==> src/rtl/sfae_pkg.sv <==
package sfae_pkg;
  typedef enum logic [1:0] {
    SZ_B = 2'd0,
    SZ_H = 2'd1,
    SZ_W = 2'd2,
    SZ_D = 2'd3
  } opsize_e;

  typedef struct packed {
    logic [7:0]  dst;
    logic [7:0]  len;
    logic [21:0] inc;
    logic        twait;
    opsize_e     size;
    logic [10:0] raddr;
  } cmd_t;

  typedef enum logic [2:0] {
    S_IDLE = 3'd0,
    S_WAIT = 3'd1,
    S_EXEC = 3'd2,
    S_TOUT = 3'd3,
    S_REJ  = 3'd4
  } state_e;
endpackage

==> src/rtl/sfae_cmd_decode.sv <==
module sfae_cmd_decode
  import sfae_pkg::*;
(
  input  logic [63:0] word,
  output cmd_t        cmd
);
  logic unused_gap;
  assign unused_gap = ^word[47:36];

  always_comb begin
    cmd.dst   = word[63:56];
    cmd.len   = word[55:48];
    cmd.inc   = word[35:14];
    cmd.twait = word[13];
    cmd.size  = opsize_e'(word[12:11]);
    cmd.raddr = word[10:0];
  end
endmodule

==> src/rtl/sfae_lane_alu.sv <==
module sfae_lane_alu
  import sfae_pkg::*;
(
  input  logic [63:0] word_in,
  input  logic [2:0]  off,
  input  opsize_e     size,
  input  logic [21:0] inc,
  output logic [63:0] old_sx,
  output logic [63:0] word_out
);
  logic [2:0]  lane;
  logic [5:0]  sh;
  logic [63:0] mask;
  logic [63:0] raw;
  logic [63:0] sum;

  always_comb begin
    case (size)
      SZ_B: begin lane = off;               mask = 64'h0000_0000_0000_00FF; end
      SZ_H: begin lane = {off[2:1], 1'b0};  mask = 64'h0000_0000_0000_FFFF; end
      SZ_W: begin lane = {off[2], 2'b00};   mask = 64'h0000_0000_FFFF_FFFF; end
      default: begin lane = 3'd0;           mask = '1; end
    endcase
    sh  = {lane, 3'b000};
    raw = word_in >> sh;
    sum = raw + {{42{inc[21]}}, inc};
    case (size)
      SZ_B:    old_sx = {{56{raw[7]}},  raw[7:0]};
      SZ_H:    old_sx = {{48{raw[15]}}, raw[15:0]};
      SZ_W:    old_sx = {{32{raw[31]}}, raw[31:0]};
      default: old_sx = raw;
    endcase
    word_out = (word_in & ~(mask << sh)) | ((sum & mask) << sh);
  end
endmodule

==> src/rtl/sfae_regfile.sv <==
module sfae_regfile #(
  parameter int WORDS = 32,
  localparam int IW = $clog2(WORDS)
) (
  input  logic          clk,
  input  logic          rst_n,
  input  logic [IW-1:0] idx,
  output logic [63:0]   rd_data,
  input  logic          we,
  input  logic [63:0]   wr_data
);
  logic [63:0] mem [WORDS];

  assign rd_data = mem[idx];

  always_ff @(posedge clk or negedge rst_n) begin
    if (!rst_n) begin
      for (int i = 0; i < WORDS; i++) mem[i] <= '0;
    end else if (we) begin
      mem[idx] <= wr_data;
    end
  end
endmodule

==> src/rtl/sfae_tag_timer.sv <==
module sfae_tag_timer #(
  parameter int LIMIT = 16,
  localparam int CW = $clog2(LIMIT + 1)
) (
  input  logic clk,
  input  logic rst_n,
  input  logic run,
  output logic expire
);
  logic [CW-1:0] cnt_q, cnt_d;

  assign expire = run && (cnt_q == CW'(LIMIT - 1));

  always_comb begin
    cnt_d = cnt_q;
    if (!run)        cnt_d = '0;
    else if (!expire) cnt_d = cnt_q + 1'b1;
  end

  always_ff @(posedge clk or negedge rst_n) begin
    if (!rst_n) cnt_q <= '0;
    else        cnt_q <= cnt_d;
  end

  // window counter never passes its limit
  p_cnt_bound_r8: assert property (@(posedge clk) disable iff (!rst_n)
    cnt_q < CW'(LIMIT));
endmodule

==> src/rtl/scratch_fadd_engine.sv <==
module scratch_fadd_engine
  import sfae_pkg::*;
#(
  parameter int REG_BYTES   = 256,
  parameter int TAG_TIMEOUT = 16,
  localparam int AW    = $clog2(REG_BYTES),
  localparam int WORDS = REG_BYTES / 8,
  localparam int IW    = AW - 3
) (
  input  logic        clk,
  input  logic        rst_n,
  input  logic        cmd_valid,
  output logic        cmd_ready,
  input  logic [63:0] cmd_word,
  input  logic        tag_sw_done,
  output logic        sp_we,
  output logic [7:0]  sp_addr,
  output logic [63:0] sp_data,
  output logic        cmd_err
);
  state_e      state_q, state_d;
  cmd_t        cmd_d, cmd_q;
  logic        accept;
  logic        expire;
  logic [63:0] rd_word, wr_word, old_sx;
  logic        unused_hi;

  sfae_cmd_decode u_dec (.word(cmd_word), .cmd(cmd_d));

  assign cmd_ready = (state_q == S_IDLE);
  assign accept    = cmd_valid && cmd_ready;
  assign unused_hi = ^cmd_q.raddr[10:AW];

  // next state
  always_comb begin
    state_d = state_q;
    case (state_q)
      S_IDLE: if (cmd_valid) begin
                if (cmd_d.len != 8'd1) state_d = S_REJ;
                else if (cmd_d.twait)  state_d = S_WAIT;
                else                   state_d = S_EXEC;
              end
      S_WAIT: if (tag_sw_done) state_d = S_EXEC;
              else if (expire) state_d = S_TOUT;
      default: state_d = S_IDLE;
    endcase
  end

  always_ff @(posedge clk or negedge rst_n) begin
    if (!rst_n) state_q <= S_IDLE;
    else        state_q <= state_d;
  end

  always_ff @(posedge clk or negedge rst_n) begin
    if (!rst_n)      cmd_q <= '0;
    else if (accept) cmd_q <= cmd_d;
  end

  sfae_tag_timer #(.LIMIT(TAG_TIMEOUT)) u_tmr (
    .clk(clk), .rst_n(rst_n), .run(state_q == S_WAIT), .expire(expire));

  sfae_regfile #(.WORDS(WORDS)) u_rf (
    .clk(clk), .rst_n(rst_n), .idx(cmd_q.raddr[AW-1:3]),
    .rd_data(rd_word), .we(state_q == S_EXEC), .wr_data(wr_word));

  sfae_lane_alu u_alu (
    .word_in(rd_word), .off(cmd_q.raddr[2:0]), .size(cmd_q.size),
    .inc(cmd_q.inc), .old_sx(old_sx), .word_out(wr_word));

  // outputs
  assign sp_we   = (state_q == S_EXEC) || (state_q == S_TOUT);
  assign sp_addr = cmd_q.dst;
  assign sp_data = (state_q == S_TOUT) ? {1'b1, 63'd0} : {1'b0, old_sx[62:0]};
  assign cmd_err = (state_q == S_REJ);

  // busy after accepting
  p_busy_r6: assert property (@(posedge clk) disable iff (!rst_n)
    accept |=> !cmd_ready);
  // immediate command writes next cycle to the commanded index
  p_write_next_r5: assert property (@(posedge clk) disable iff (!rst_n)
    (accept && cmd_d.len == 8'd1 && !cmd_d.twait) |=>
      (sp_we && !sp_data[63] && sp_addr == $past(cmd_word[63:56])));
  // strobe lasts a single cycle
  p_one_shot_r5: assert property (@(posedge clk) disable iff (!rst_n)
    sp_we |=> !sp_we);
  // bad length rejected without a write
  p_reject_r9: assert property (@(posedge clk) disable iff (!rst_n)
    (accept && cmd_d.len != 8'd1) |=> (cmd_err && !sp_we));
  // error and write never coincide
  p_excl_r9: assert property (@(posedge clk) disable iff (!rst_n)
    !(cmd_err && sp_we));
  // invalid word only after a cycle without tag completion
  p_invalid_r8: assert property (@(posedge clk) disable iff (!rst_n)
    (sp_we && sp_data[63]) |-> $past(!tag_sw_done));
endmodule

==> config.mk <==
export PLATFORM = sky130hd
export DESIGN_NAME = scratch_fadd_engine
export DESIGN_NICKNAME = d
export VERILOG_FILES = /design/src/rtl/sfae_pkg.sv /design/src/rtl/sfae_cmd_decode.sv /design/src/rtl/sfae_lane_alu.sv /design/src/rtl/sfae_regfile.sv /design/src/rtl/sfae_tag_timer.sv /design/src/rtl/scratch_fadd_engine.sv
export SDC_FILE = /design/constraint.sdc
export NUM_CORES = 2
export LEC_CHECK = 0
export CAP_MARGIN = 5
export CORE_ASPECT_RATIO = 1.5
export CORE_MARGIN = 5
export CORE_UTILIZATION = 30
export CTS_CLUSTER_DIAMETER = 150
export DETAILED_ROUTE_END_ITERATION = 10
export GPL_TIMING_DRIVEN = 1
export PLACE_DENSITY_LB_ADDON = 0.08
export SYNTH_ARGS = -nofsm -noshare
export SYNTH_HDL_FRONTEND = slang
export SYNTH_HIERARCHICAL = 1
export SYNTH_SLANG_ARGS = --single-unit
==> constraint.sdc <==
create_clock -name clk -period 7.5 [get_ports clk]
set_input_delay 1.125 -clock clk [delete_from_list [all_inputs] [get_ports clk]]
set_output_delay 1.125 -clock clk [all_outputs]
set_load 0.02 [all_outputs]
======== Yosys cells after proc, flatten, opt, wreduce, memory -nomap -nowiden ========
Cells that the tools add are included.
operators by class
  $add $sub $neg .......................... 2
  multipliers ............................. 0
  div/mod/pow operators ................... 0
  order comparisons ....................... 2
  equal/unequal tests ..................... 11
  shifts and indexed selects .............. 3
  muxes and demuxes ....................... 18
  bitwise logic cells ..................... 5
  reductions and logical operators ........ 7
operator list
  operator                                                  count
  bitwise mux 2048 bit                                      1
  binary-select mux 64 bit (select 5 bit)                   1
  demux 64 bit (select 5 bit)                               1
  two-way mux 64 bit                                        4
  case mux 64 bit (3 select lines)                          1
  case mux 63 bit (3 select lines)                          1
  AND 64 bit                                                2
  left shift 64 x 6 -> 64 bit                               2
  adder 64 bit                                              1
  inverter 64 bit                                           1
  OR 64 bit                                                 1
  right shift 64 x 6 -> 64 bit                              1
  two-way mux 3 bit                                         4
  two-way mux 5 bit                                         2
  case mux 3 bit (3 select lines)                           1
  inequality test 8 x 1 -> 1 bit, second input constant     1
  equality test 3 x 2 -> 1 bit, second input constant       2
  greater-or-equal comparator 6 bit, second input constant  1
  < comparator 6 x 1 -> 1 bit, second input constant        1
  inverter 5 -> 6 bit                                       1
  case mux 3 bit (2 select lines)                           1
  adder 5 x 1 -> 5 bit, second input constant               1
  equality test 5 x 4 -> 1 bit, second input constant       1
  inequality test 2 bit, second input constant              2
  other kinds (11)                                          13
storage, ports and cells
  register bits ........................... 2,096
  bits in latches ......................... 0
  bits in writable memories ............... 0
  memory bits (read-only) ................. 0
  bits of input ports ..................... 68
  output and inout port bits .............. 75
  memories ................................ 0

======== Logic depth before layout (Yosys ltp) ========
  word-level depth ........................ 10
  gate-level depth with buffers ........... 29

======== Cells and area by module ========
The synthesis kept the hierarchy.
modules (own cells, without submodules)
  module               instances  cells each  area an instance (µm²)
  sfae_regfile         1          6,511       92,005.7
  sfae_lane_alu        1          1,169       7,252.0
  scratch_fadd_engine  1          182         2,170.8
  sfae_cmd_decode      1          52          390.4
  sfae_tag_timer       1          24          284.0

======== Worst setup path before layout ========
Ideal clock, no wire load.
  path type ............................... reg-to-reg
  from .................................... register cmd_q[3] (netlist bit)
  to ...................................... register u_rf/mem[1470] (netlist bit)
  library setup time ...................... 65 ps
  arrival ................................. 5,616 ps
  path slack .............................. 1,819 ps
  cell stages (with the launch flop) ...... 26
  buffers on the path ..................... 5
  period minus slack after synthesis ...... 5,681 ps
  cell sequence ........................... dfrtp_1 buf_2 buf_2 clkbuf_1 mux2i_1 o22ai_1 nor4_1 nand2_1 clkbuf_1 mux4_2 mux2i_1 inv_1 ha_1 and3_1 nand4_1 a21oi_1 nor3_1 o21ba_2 o21ai_2 a21oi_1 o31ai_1 a21oi_2 or4_1 nand3_1 clkbuf_1 mux2_2
on the way
  cells in the longest elaborated chain, start to end .. 10
ends and longest elaborated chain
  item                                                   RTL line                   source
  start: declaration                                     scratch_fadd_engine.sv:22  cmd_t cmd_d, cmd_q;
  start signal: assignment                               scratch_fadd_engine.sv:56  else if (accept) cmd_q <= cmd_d;
  inverter 5 -> 6 bit (not written as such)              sfae_regfile.sv:14         assign rd_data = mem[idx];
  binary-select mux 64 bit (select 5 bit)                sfae_regfile.sv:14
  two-way mux 64 bit (not written as such) (2 in a row)  sfae_regfile.sv:14
  named net rd_word[63]                                  scratch_fadd_engine.sv:25  logic [63:0] rd_word, wr_word, old_sx;
  right shift 64 x 6 -> 64 bit                           sfae_lane_alu.sv:25        raw = word_in >> sh;
  adder 64 bit                                           sfae_lane_alu.sv:26        sum = raw + {{42{inc[21]}}, inc};
  AND 64 bit                                             sfae_lane_alu.sv:33        word_out = (word_in & ~(mask << sh)) | ((sum & mask) << sh);
  left shift 64 x 6 -> 64 bit                            sfae_lane_alu.sv:33
  OR 64 bit                                              sfae_lane_alu.sv:33
  named net wr_word[62]                                  scratch_fadd_engine.sv:25
  bitwise mux 2048 bit                                   sfae_regfile.sv:20         mem[idx] <= wr_data;
  end signal: indexed assignment                         sfae_regfile.sv:20
  end: declaration                                       sfae_regfile.sv:12         logic [63:0] mem [WORDS];
The timed path passes the listed nets, and every way through them passes these cells. The select of a mux whose other input is x is not followed.
A chain may end at the register's enable or synchronous reset.

======== Worst setup path in the final report ========
  from .................................... register cmd_q[5] (netlist bit)
  to ...................................... output sp_data[17]
on the way
  cells in the longest elaborated chain, start to end .. 7
ends and longest elaborated chain
  item                                                   RTL line                   source
  inverter 5 -> 6 bit (not written as such)              sfae_regfile.sv:14
  binary-select mux 64 bit (select 5 bit)                sfae_regfile.sv:14
  two-way mux 64 bit (not written as such) (2 in a row)  sfae_regfile.sv:14
  named net rd_word[31]                                  scratch_fadd_engine.sv:25
  right shift 64 x 6 -> 64 bit                           sfae_lane_alu.sv:25
  case mux 63 bit (3 select lines)                       sfae_lane_alu.sv:27        case (size)
  named net old_sx[17]                                   scratch_fadd_engine.sv:25
  two-way mux 64 bit                                     scratch_fadd_engine.sv:73  assign sp_data = (state_q == S_TOUT) ? {1'b1, 63'd0} : {1'b0, old_sx[62:0]};
  end: declaration                                       scratch_fadd_engine.sv:18  output logic [63:0] sp_data,
The timed path passes the listed nets, and every way through them passes these cells. The select of a mux whose other input is x is not followed.

==> impl_metrics.toml <==
[run_status]
status = "completed"

[sta]
worstMarginPinSlew_ps = 1220
finalSetupViolations = 0
clock_skew_ps = 64.1
maxSlewViolCount = 0
timing.fmax_ghz = 0.135
slew_headroom = 0.188
hold-worst-slack_ps = 200
period_share = 0.990
setup_slack_ps = 76.6
finalHoldViolCount = 0
min_period_ps = 7420

[critical_path]
cp.required_ps = 6380
cp-start-kind = "register"
crit_path_frequent_cell = "buf_4"
worstSetupPathType = "reg -> out"
cp_top_family = "buffers and inverters"
critPathBufInv = 8
crit_fanout = 18
endpoint_kind = "primary output"
path_cells = "buf_4 > nand4b_1 > buf_12 > buf_4 > o22ai_1 > nor4_1 > buf_4 > nand2_1 > buf_12 > mux4_2 > mux2i_2 > buf_4 > nand2_1 > o211ai_2 > buf_4 > o21ai_0 > and2_1 > clkdlybuf4s50_1"
crit_slowest_cell = "dfrtp_2"
arrival_ps = 6300
cp_slowest_stage_delay_ps = 540

[grt]
gr-total-overflow = 0
track_usage = 0.225
grt_max_degree = 177
grt_pass1_vias = 71400
grt_pass1_wl_um = 568000
antenna_found_initial = 25

[floorplan]
fp.dieArea_sq_um = 352000
pin_count = 143
start_util = 0.301
rows = 262
die_x_um = 486
core_area_sq_um = 339000
fp.dieH_um = 724

[clock_network]
cts.sink_count = 2096
clkTransAtPathRegs_ps = 70
cts_root_buffer = "clkbuf_16"
cts_buffers = 225
cts_hold_buf = 0
cts.htree.levels = 4
cts_max_path_buffers = 4
tritoncts = "built"
clock_latency_ps = 920

[logic_synthesis]
synth_cells = 7934
syn_avg_cell_area_sq_um = 12.9
netlist_area_sq_um = 102000
syn-num-nets = 8080
ys_warn_count = 6

[routing]
drc = 0
drtPass1Iterations = 6
viasPerCell = 5.31
wire_per_inst_um = 31.4
drtIter0Drc = 4462
totalWireLength_um = 403000
dr_total_vias = 68000
ant_nets = 0

[power_and_ir_drop]
ir_worst_vdd_mv = 0.177
total_power_w = 0.0278
leakagePower_nw = 58.5
p_per_area_nw_per_um2 = 232

[place]
hpwlAfterDp_um = 249000
portBuffers = 127
place.gp.congestion = 0.950
place_ws_ps = -484

[hold_path]
hold_class = "in -> async"

[layout]
layout.nets = 8298
area_delta_synth_final_pct = 17.7
layout_commonest_cell = "dfrtp_1"
layout_common_cells = "2090 x dfrtp_1, 2072 x mux2_2, 1042 x mux2i_1, 519 x o22ai_1, 481 x buf_4"
drive_gt1_frac = 0.384

[flow_run]
maxCapViolations = 0
-- registers in the layout, indices dropped and copies added (netlist names) --
name,cells
cmd_q,32
sp_addr,8
state_q,3
u_rf/mem,2048
u_tmr/cnt_q,5
-- metal layers --
metal,track usage,part of all wire,vias to the layer above
met1,0.300,0.44,36700
met2,0.389,0.49,1370
met4,0.0602,0.029,2
li1,-,-,29500
met3,0.0227,0.033,488
met5,0,0.000022,-
-- power breakdown --
group	total (W)	internal, W	switching, W
clock	0.0113	0.00651	0.00477
sequential	0.0115	0.0114	0.0000939
combinational	0.00507	0.00166	0.00342
total	0.0278	0.0195	0.00828
-- repair_timing --
action / CTS / global route
gates resized for setup: 20 / 15
endpoints found under the hold margin: 0 / 0
cloned: 0 / 1
setup endpoints to repair: 631 / 442
setup buffers: 2 / 0
-- worst register-to-register path: cells and delay by family, from the launching register on --
family	cells	cell delay, ps
flip-flops	1	540
AO/OA/AOI/OAI	9	1850
AND/OR/NAND/NOR	8	1930
buffers and inverters	9	1820
multiplexers	2	650
adder cells (fa/ha/maj)	1	430
-- per-stage QoR --
stage,TNS [ps],area (sq um),utilization,std cells
3_5_place_dp,-95210,113000,0.332,12400
4_1_cts,0,120000,0.354,12800
2_1_floorplan,0,102000,-,7934
3_3_place_gp,-94240,113000,0.332,12400
6_report,0,120000,0.354,12800
5_1_grt,-41.3,120000,0.354,12800
-- area by class of cell --
type | count | area, sq um
multi-input cells | 5036 | 46700
inverters | 36 | 135
clock buffers | 345 | 6640
well taps | 4488 | 5620
flip-flops and latches | 2096 | 52500
clock inverters | 54 | 676
diodes | 10 | 25.0
repair buffers | 757 | 7890
fillers | 33100 | 219000
-- path summary, 6_finish.rpt --
path / end / start / cells past startpoint / slack [ps]
worst max-delay path: sp_data[17] / cmd_q[5] / 18 / 80
worst min-delay path: sp_addr[4] / rst_n / 1 / 200
worst max register to register: u_rf/mem[766] / cmd_q[5] / 29 / 190
worst min register to register: u_rf/mem[364] / u_rf/mem[364] / 1 / 490
max in group asynchronous: u_rf/mem[1780] / rst_n / 3 / 5330
min in group clk: u_rf/mem[364] / u_rf/mem[364] / 1 / 490
(Power assumes the default switching activity.)
